`config.mk`:
```
export PLATFORM = sky130hd
export DESIGN_NAME = erase_seq
export DESIGN_NICKNAME = d
export VERILOG_FILES = /design/src/rtl/erase_seq_pkg.sv /design/src/rtl/tick_gen.sv /design/src/rtl/serial_div.sv /design/src/rtl/erase_seq.sv
export SDC_FILE = /design/constraint.sdc
export NUM_CORES = 1
export LEC_CHECK = 0
export BUFFER_PORTS_ARGS = -buffer_cell sky130_fd_sc_hd__buf_2
export CORE_MARGIN = 2
export CORE_UTILIZATION = 55
export CTS_CLUSTER_SIZE = 8
export DETAILED_ROUTE_END_ITERATION = 10
export HOLD_SLACK_MARGIN = 0.05
export MAX_ROUTING_LAYER = met4
export PLACE_DENSITY = 0.75
export SLEW_MARGIN = 15
export SYNTH_ARGS = -nofsm -noshare
export SYNTH_HDL_FRONTEND = slang
export SYNTH_SLANG_ARGS = --single-unit
export TNS_END_PERCENT = 100
```
`constraint.sdc`:
```
create_clock -name clk -period 4.6 [get_ports clk]
set_clock_uncertainty 0.2 [all_clocks]
set_input_delay 0 -clock clk [delete_from_list [all_inputs] [get_ports clk]]
set_output_delay 0 -clock clk [all_outputs]
set_load 0.01 [all_outputs]
```
`src/rtl/erase_seq_pkg.sv`:
```
package erase_seq_pkg;
  localparam logic [7:0] OP_PAGE_ERASE  = 8'h81;
  localparam logic [7:0] OP_BLOCK_ERASE = 8'h50;
  localparam logic [7:0] OP_STATUS      = 8'hD7;
  localparam int         PAGES_PER_BLK  = 8;

  typedef enum logic [1:0] {
    ERR_NONE    = 2'd0,
    ERR_ALIGN   = 2'd1,
    ERR_TIMEOUT = 2'd2
  } err_t;

  typedef enum logic [3:0] {
    S_IDLE, S_DOFF, S_DLEN, S_CHK, S_CMD, S_CGAP,
    S_POP, S_PRX, S_PGAP, S_WAIT, S_ADV, S_FIN
  } state_t;
endpackage

```
`src/rtl/tick_gen.sv`:
```
module tick_gen #(
  parameter int CLK_PER_TICK = 1000
) (
  input  logic clk,
  input  logic rst_n,
  input  logic restart,
  output logic tick
);
  localparam int CW = (CLK_PER_TICK > 1) ? $clog2(CLK_PER_TICK) : 1;
  localparam logic [CW-1:0] LAST = CW'(CLK_PER_TICK - 1);

  logic [CW-1:0] cnt;

  always_ff @(posedge clk or negedge rst_n) begin
    if (!rst_n)                       cnt <= '0;
    else if (restart || cnt == LAST)  cnt <= '0;
    else                              cnt <= cnt + 1'b1;
  end

  assign tick = (cnt == LAST) && !restart;

  generate
    if (CLK_PER_TICK > 1) begin : g_chk
      assert_tick_gap_R9: assert property (@(posedge clk) disable iff (!rst_n)
        tick |=> !tick);
    end
  endgenerate
endmodule

```
`src/rtl/serial_div.sv`:
```
module serial_div #(
  parameter int W  = 24,
  parameter int DW = 11
) (
  input  logic          clk,
  input  logic          rst_n,
  input  logic          start,
  input  logic [W-1:0]  num,
  input  logic [DW-1:0] den,
  output logic          done,
  output logic [W-1:0]  quo,
  output logic [DW-1:0] rem
);
  localparam int CW = $clog2(W + 1);

  logic          run;
  logic [CW-1:0] cnt;
  logic [W-1:0]  q_r;
  logic [DW-1:0] r_r;
  logic [DW:0]   trial;
  logic          take;

  assign trial = {r_r, q_r[W-1]};
  assign take  = trial >= {1'b0, den};

  always_ff @(posedge clk or negedge rst_n) begin
    if (!rst_n) begin
      run <= 1'b0; cnt <= '0; q_r <= '0; r_r <= '0; done <= 1'b0;
    end else begin
      done <= 1'b0;
      if (start) begin
        run <= 1'b1; cnt <= '0; q_r <= num; r_r <= '0;
      end else if (run) begin
        q_r <= {q_r[W-2:0], take};
        r_r <= take ? DW'(trial - {1'b0, den}) : trial[DW-1:0];
        cnt <= cnt + 1'b1;
        if (cnt == CW'(W - 1)) begin
          run  <= 1'b0;
          done <= 1'b1;
        end
      end
    end
  end

  assign quo = q_r;
  assign rem = r_r;

  assert_rem_below_den_R6: assert property (@(posedge clk) disable iff (!rst_n)
    done && (den != '0) |-> rem < den);
endmodule

```
`src/rtl/erase_seq.sv`:
```
module erase_seq
  import erase_seq_pkg::*;
#(
  parameter int AW           = 24,
  parameter int PW           = 11,
  parameter int CLK_PER_TICK = 1000,
  parameter int POLL_TICKS   = 3,
  parameter int TMO_TICKS    = 2000
) (
  input  logic          clk,
  input  logic          rst_n,
  input  logic          req_valid,
  output logic          req_ready,
  input  logic [AW-1:0] req_offset,
  input  logic [AW-1:0] req_len,
  input  logic [PW-1:0] page_bytes,
  input  logic [3:0]    page_shift,
  output logic          cs_n,
  output logic          tx_valid,
  input  logic          tx_ready,
  output logic [7:0]    tx_data,
  input  logic          rx_valid,
  output logic          rx_ready,
  input  logic [7:0]    rx_data,
  output logic          done,
  output logic [1:0]    err_code
);
  localparam int WCW = $clog2(POLL_TICKS + 1);
  localparam int TCW = $clog2(TMO_TICKS + 1);
  localparam logic [AW-1:0] BLK_PAGES = AW'(PAGES_PER_BLK);

  state_t        state;
  err_t          err_q;
  logic [AW-1:0] len_q, idx_q, pages_q;
  logic [PW-1:0] page_q;
  logic [3:0]    shift_q;
  logic          blk_q, off_bad_q;
  logic [1:0]    byte_q;
  logic [7:0]    status_q;
  logic [WCW-1:0] wait_q;
  logic [TCW-1:0] tmo_q;

  logic          req_fire, div_start, div_done, tick, restart;
  logic [AW-1:0] div_num, div_quo;
  logic [PW-1:0] div_rem;
  logic [AW+15:0] addr_wide;

  assign req_ready = (state == S_IDLE);
  assign req_fire  = req_valid && req_ready;
  assign div_start = req_fire || (state == S_DOFF && div_done);
  assign div_num   = (state == S_IDLE) ? req_offset : len_q;
  assign restart   = (state == S_PGAP);
  assign addr_wide = {16'b0, idx_q} << shift_q;

  serial_div #(.W(AW), .DW(PW)) u_div (
    .clk(clk), .rst_n(rst_n), .start(div_start), .num(div_num),
    .den(req_fire ? page_bytes : page_q),
    .done(div_done), .quo(div_quo), .rem(div_rem)
  );

  tick_gen #(.CLK_PER_TICK(CLK_PER_TICK)) u_tick (
    .clk(clk), .rst_n(rst_n), .restart(restart), .tick(tick)
  );

  always_comb begin
    tx_data = 8'h00;
    if (state == S_POP) tx_data = OP_STATUS;
    else begin
      case (byte_q)
        2'd0:    tx_data = blk_q ? OP_BLOCK_ERASE : OP_PAGE_ERASE;
        2'd1:    tx_data = addr_wide[23:16];
        2'd2:    tx_data = addr_wide[15:8];
        default: tx_data = 8'h00;
      endcase
    end
  end

  assign tx_valid = (state == S_CMD) || (state == S_POP);
  assign rx_ready = (state == S_PRX);
  assign cs_n     = !((state == S_CMD) || (state == S_POP) || (state == S_PRX));
  assign done     = (state == S_FIN);
  assign err_code = err_q;

  always_ff @(posedge clk or negedge rst_n) begin
    if (!rst_n) begin
      state <= S_IDLE; err_q <= ERR_NONE; len_q <= '0; idx_q <= '0;
      pages_q <= '0; page_q <= '0; shift_q <= '0; blk_q <= 1'b0;
      off_bad_q <= 1'b0; byte_q <= '0; status_q <= '0; wait_q <= '0; tmo_q <= '0;
    end else begin
      case (state)
        S_IDLE: if (req_fire) begin
          len_q <= req_len; page_q <= page_bytes; shift_q <= page_shift;
          state <= S_DOFF;
        end
        S_DOFF: if (div_done) begin
          idx_q <= div_quo; off_bad_q <= (div_rem != '0); state <= S_DLEN;
        end
        S_DLEN: if (div_done) begin
          pages_q <= div_quo;
          if (off_bad_q || div_rem != '0) begin
            err_q <= ERR_ALIGN; state <= S_FIN;
          end else state <= S_CHK;
        end
        S_CHK: begin
          if (pages_q == '0) begin
            err_q <= ERR_NONE; state <= S_FIN;
          end else begin
            blk_q  <= (idx_q[2:0] == 3'd0) && (pages_q >= BLK_PAGES);
            byte_q <= '0; tmo_q <= '0; state <= S_CMD;
          end
        end
        S_CMD: if (tx_ready) begin
          byte_q <= byte_q + 1'b1;
          if (byte_q == 2'd3) state <= S_CGAP;
        end
        S_CGAP: state <= S_POP;
        S_POP:  if (tx_ready) state <= S_PRX;
        S_PRX:  if (rx_valid) begin
          status_q <= rx_data; state <= S_PGAP;
        end
        S_PGAP: begin
          wait_q <= '0;
          state  <= status_q[7] ? S_ADV : S_WAIT;
        end
        S_WAIT: if (tick) begin
          wait_q <= wait_q + 1'b1;
          tmo_q  <= tmo_q + 1'b1;
          if (wait_q == WCW'(POLL_TICKS - 1)) begin
            if (tmo_q + 1'b1 >= TCW'(TMO_TICKS)) begin
              err_q <= ERR_TIMEOUT; state <= S_FIN;
            end else state <= S_POP;
          end
        end
        S_ADV: begin
          idx_q   <= idx_q + (blk_q ? BLK_PAGES : AW'(1));
          pages_q <= pages_q - (blk_q ? BLK_PAGES : AW'(1));
          state   <= S_CHK;
        end
        default: state <= S_IDLE;
      endcase
    end
  end

  assert_accept_once_R1: assert property (@(posedge clk) disable iff (!rst_n)
    req_valid && req_ready |=> !req_ready);
  assert_done_pulse_R10: assert property (@(posedge clk) disable iff (!rst_n)
    done |=> !done);
  assert_tx_hold_R11: assert property (@(posedge clk) disable iff (!rst_n)
    tx_valid && !tx_ready |=> tx_valid && $stable(tx_data));
  assert_poll_close_R8: assert property (@(posedge clk) disable iff (!rst_n)
    rx_valid && rx_ready |=> cs_n);
endmodule

```
After elaboration in Yosys (flattened, before gate mapping)
Cells that the tools add are included.
Word-level totals
  output and inout port bits: 15
  register bits after elaboration: 170
Operators by class
  magnitude comparators: 3
  multiplexer cells: 52
  bitwise logic cells: 1
  reduce and logical (&&, ||, !) cells: 34
  eq/ne operators: 30
  shift operators: 1
  add/subtract/negate cells: 8
Operator list (number)
  $mux 24: 4
  $pmux 24 s2: 2
  $mux 11: 6
  $mux 4: 13
  $pmux 4 s11: 1
  $add 24x24->24: 1
  $ge 24x4->1 const B: 1
  $logic_not 24->1: 1
  $pmux 8 s3: 1
  $shl 24x4->24: 1
  $sub 24x4->24: 1
  $pmux 11 s2: 1
  $mux 2: 10
  $ne 2x2->1 const B: 9
  $eq 4x3->1 const B: 4
  $eq 4x4->1 const B: 4
  $mux 8: 2
  $reduce_and 2->1: 7
  $ge 12x11->1: 1
  $reduce_bool 2->1: 6
  $add 11x1->11 const B: 1
  $ge 11x11->1 const B: 1
  $reduce_bool 11->1: 1
  $sub 11x11->11: 1
  26 further kinds: 49

Longest topological paths before layout
  depth in word-level cells: 7
  depth in mapped cells: 17
  depth with buffers taken out: 14

Modules after synthesis
From an unflattened synthesis, not the netlist that was laid out.
Second synthesis, totals
  cell total of the unflattened synthesis: 1097
  area total of the unflattened synthesis: 10413.7 um^2
By module, submodules not included
  erase_seq: instances 1, area each 7304.5 um^2, cells each 775
  serial_div: instances 1, area each 2566.2 um^2, cells each 270
  tick_gen: instances 1, area each 543.0 um^2, cells each 52

Worst setup path after synthesis
OpenSTA, ideal clock, no wires.
  path kind: register to register
  start: reg state[1]
  end: reg u_div.r_r[7] (netlist: u_div.rem[7])
  clock period less this slack: 4.124 ns
  stages on the path, launching flop included: 17
  arrival: 3.842 ns
  setup slack: 0.476 ns
  data required time: 4.318 ns
  buffers on the path: 2
  cell sequence: dfrtp_1 > or4_4 > buf_6 > nor2_8 > buf_1 > mux2_2 > ha_1 > inv_1 > ha_1 > o21bai_1 > a211oi_2 > o41ai_4 > a41oi_1 > o22ai_2 > nand3b_1 > mux2_1 > a31oi_1
On the way
  word-level cells in the longest chain between the ends: 7
  elaborated cells between the ends (all ways): 12
  classes of those cells: 1 x add/sub; 1 x order compare; 1 x eq/ne; 4 x mux; 5 x reduce/logical
Ends and longest elaborated chain
  start: declaration: RTL line erase_seq.sv:32  | state_t state;
  start signal: assignment: RTL line erase_seq.sv:123  | state <= status_q[7] ? S_ADV : S_WAIT;
  $logic_not 4->1 *: RTL line erase_seq.sv:48  | assign req_ready = (state == S_IDLE);
  $logic_and 1x1->1 *: RTL line erase_seq.sv:49  | assign req_fire = req_valid && req_ready;
  $mux 11 *
  net u_div.den[0]: RTL line serial_div.sv:9  | input logic [DW-1:0] den,
  $sub 11x11->11 or $ge 12x11->1 (tied branches): RTL line serial_div.sv:35, serial_div.sv:24
  $mux 11 *: RTL line serial_div.sv:35  | r_r <= take ? DW'(trial - {1'b0, den}) : trial[DW-1:0];
  $mux 11 *: RTL line serial_div.sv:33  | end else if (run) begin
  $mux 11 *: RTL line serial_div.sv:31  | if (start) begin
  end signal: assignment: RTL line serial_div.sv:35
  end: declaration: RTL line serial_div.sv:19  | logic [DW-1:0] r_r;
Mark *: on every way through the listed nets, which the timed path passes. The rest lies on a longest branch. The select of a mux whose other input is x is not followed.
A chain may end at the register's enable or synchronous reset.

Worst setup path in the final report
  start: reg state[2]
  end: reg u_div.r_r[10] (netlist: u_div.rem[10])
On the way
  word-level cells in the longest chain between the ends: 7
  elaborated cells between the ends (all ways): 12
  classes of those cells: 1 x add/sub; 1 x order compare; 1 x eq/ne; 4 x mux; 5 x reduce/logical
Ends and longest elaborated chain (RTL line)
  $logic_not 4->1: erase_seq.sv:48
  $logic_and 1x1->1: erase_seq.sv:49
  $mux 11
  $sub 11x11->11 or $ge 12x11->1 (tied branches): serial_div.sv:35, serial_div.sv:24
  $mux 11: serial_div.sv:35
  $mux 11: serial_div.sv:33
  $mux 11: serial_div.sv:31
Parallel ways exist; a longest one is shown, timed or not. The select of a mux whose other input is x is not followed.

==> impl_metrics.ini <==
[finish]
drive_above_1_share_pct = 17.3
num_antenna_cells = 0
area_delta_synth_final_pct = 19.2
nets = 1380

[timing]
final_period_minus_worst_setup_slack_ns = 4.37
final_hold_viol_count = 0
slew_headroom_pct = 27.7
tns_ns = 0
rsz0062_at_grt = false
period_share_pct = 94.9
whs_ns = 0.00604
fmax_mhz = 229
report.final.slew_viol_count = 0
layout_setup_ws_ns = 0.233
worstMarginPinSlew_ns = 1.08
setup_violations = 0

[synthesis]
synth_nets = 1252
yosys-top-cells-area = dfrtp_1 (40%), nand2_1 (5.3%), nor2_1 (4.7%), mux2_2 (4.3%), mux4_2 (4.2%)
synth_area_sq_um = 10300
synth.distinct_cells = 74
yosys_most_used_dff = dfrtp_1
synthCells = 1156
ys_seq_area_share_pct = 39.8
ys_warn_count = 0
synthArstFlopShare_pct = 100
avgSynthCellArea_sq_um = 8.87
yosysTopAreaCell = dfrtp_1
synth_edf_count = 0
netlist.area_leader.share_pct = 39.8
ys_seq_elements = 163

[setup_path]
cp.buffers_inverters = 3
worst-path-max-fanout = 13
start_kind = flop
critPathTopFamily = compound AO/OA/AOI/OAI gates
path_class = flop to flop
cp_slowest_cell = dlygate4sd3_1
worst_ep_arrival_time_ns = 4.49
crit_required_ns = 4.73
slowest_delay_ns = 0.57
crit_chain = or4_4, inv_2, nand3_1, dlygate4sd3_1, nand2_1, xnor2_1, ha_1, o21bai_1, a211oi_2, o41ai_4, buf_4, a221oi_1, o21ai_0, mux2i_1, o221a_2
crit_path_end_kind = flop

[pwr]
clkPwrFrac_pct = 35.9
power_density_nw_per_um2 = 330
power_frac_seq_pct = 44.4
combPwrFrac_pct = 19.6
p_switching_uw = 1330
p_sw_share_pct = 32.9
p_leak_uw = 0.00533
ir_worst_vdd_mv = 0.314
p_int_uw = 2710

[drt]
route.detailed.drc = 0
wire_per_inst_microns = 17.3
drt_wl_total_microns = 26400
drt-initial-drc-count = 867
via_per_inst = 6.12
postRouteAntennaNets = 0
vias = 9339
dr.pass1.iters = 5

[min_path]
hold_class = primary input to async pin

[placement]
dp_hpwl_microns = 16800
pre_cts_ws_ns = 0.417
portBuffers = 83
gp_congestion = 0.916

[cts]
clk_pin_slew_ns = 0.08
clock_path_buffers = 2
cts_root_buf = clkbuf_16
clock_latency_ns = 0.44
cts_max_level = 4
cts_tree = built
cts.sinks = 163
cts_made_buffers = 17

[floorplanning]
die_height_microns = 141
rows = 49
die_x_microns = 141
initial_core_util_pct = 56.5
io_pins = 91
core_sq_um = 18100
dieArea_sq_um = 19700

[grt]
antenna_found_initial = 0
grt_max_degree = 99
grt_overflow = 0
grt_pass1_vias = 8856
grt_pass1_wl_microns = 43800
globalRouteTotalUtil_pct = 28.2

[flow_run]
maxCapViolCount = 0

[status]
status = finished, final reports clean
## metrics by stage
stage / util [%] / cells / cell area [sq um] / power (uW)
2_1_floorplan: - / 1156 / 10300 / 2270
3_3_place_gp: 59.5 / 1414 / 10800 / 2470
3_5_place_dp: 59.5 / 1414 / 10800 / 2490
4_1_cts: 67.0 / 1521 / 12200 / 3970
5_1_grt: 67.4 / 1526 / 12200 / 4230
6_report: 67.4 / 1526 / 12200 / 4040
## registers in the layout (all words and copies together), names as in the netlist, 2 cells and up
name        flops
u_div.cnt       5
len_q          24
wait_q          2
err_code        2
state           4
idx_q          24
shift_q         4
u_div.rem      11
page_q         11
u_div.quo      24
tmo_q          11
u_tick.cnt     10
byte_q          2
pages_q        24
## timing repair
action,4_1_cts,5_1_grt
gates resized for setup,0,3
hold endpoints to repair,166,0
setup endpoints to repair,0,11
setup buffers,0,5
hold buffers,75,0
## cells in the mapped netlist (all sizes together) (5+ instances only)
cell type  number
a311oi          9
nor2b          34
buf            16
a21oi          68
ha             20
o31ai           5
nand2         146
clkbuf         54
o21a            6
nand3          45
nand3b          8
nor2          129
and3           13
xnor2          15
or3             8
o22ai          12
a31oi          34
nor3           27
a211oi         45
inv            34
xor2           17
nand2b         13
nor4            5
mux2           40
dfrtp         163
o21ai          78
mux4           19
nand4           8
mux2i          23
## placed cells by master, fill, tap and decap left out, types with 13 or more instances in the layout
master and n:
a211oi_1 43, a21oi_1 67, a31oi_1 34, and3_1 13, buf_2 82, buf_4 20
clkbuf_16 17, dfrtp_1 162, dlygate4sd3_1 75, ha_1 20, inv_1 33, mux2_2 39
mux2i_1 23, mux4_2 19, nand2_1 144, nand2b_1 13, nand3_1 43, nor2_1 127
nor2b_1 34, nor3_1 25, o21ai_0 76, xnor2_1 15, xor2_1 17
## path summary, 6_finish.rpt
check	slack [ns]	to	startpoint	cells past startpoint
max	0.23	u_div.rem[10]$_DFFE_PN0P_	state[2]$_DFFE_PN0P_	15
min	0.006	len_q[13]$_DFFE_PN0P_	rst_n	2
max reg2reg	0.23	u_div.rem[10]$_DFFE_PN0P_	state[2]$_DFFE_PN0P_	15
min reg2reg	0.29	u_tick.cnt[0]$_DFF_PN0_	u_tick.cnt[0]$_DFF_PN0_	1
max in group asynchronous	3.24	tmo_q[5]$_DFFE_PN0P_	rst_n	3
min in group clk	0.11	len_q[14]$_DFFE_PN0P_	req_len[14]	3
## logic make-up after synthesis
group	count (synthesis)	synth area share, %
buffers and inverters	105	4.15
adders and majority gates	24	2.84
and+or+nand+nor	452	20.8
xor gates and xnor gates	32	2.73
AOI/OAI and AO/OA	298	18.9
DFF	163	39.8
muxes	82	10.8
## metal layers
| metal | track usage (%) | wire (microns) |
|---|---|---|
| met5 | - | 0 |
| met4 | 7.68 | 416 |
| met3 | 4.21 | 1510 |
| met2 | 43.0 | 12300 |
| met1 | 39.7 | 12200 |
## area by class of cell
cell class                      count  area [sq um]
Clock buffer                       17           425
Clock inverter                     15           184
Fill cell                        1400          5920
Tap cell                          229           287
Multi-Input combinational cell    888          5770
Timing Repair Buffer              179          1340
Inverter                           35           131
Sequential cell                   163          4080
## power groups by stage
stage,sequential (uW),clock (uW),combinational [uW]
after floorplan,1680,0,583
after global placement,1810,0,663
after detailed placement,1810,0,685
after CTS,1780,1460,733
after global routing,1810,1530,883
final,1790,1450,793
No activity file was read; power rests on OpenSTA's default activity.
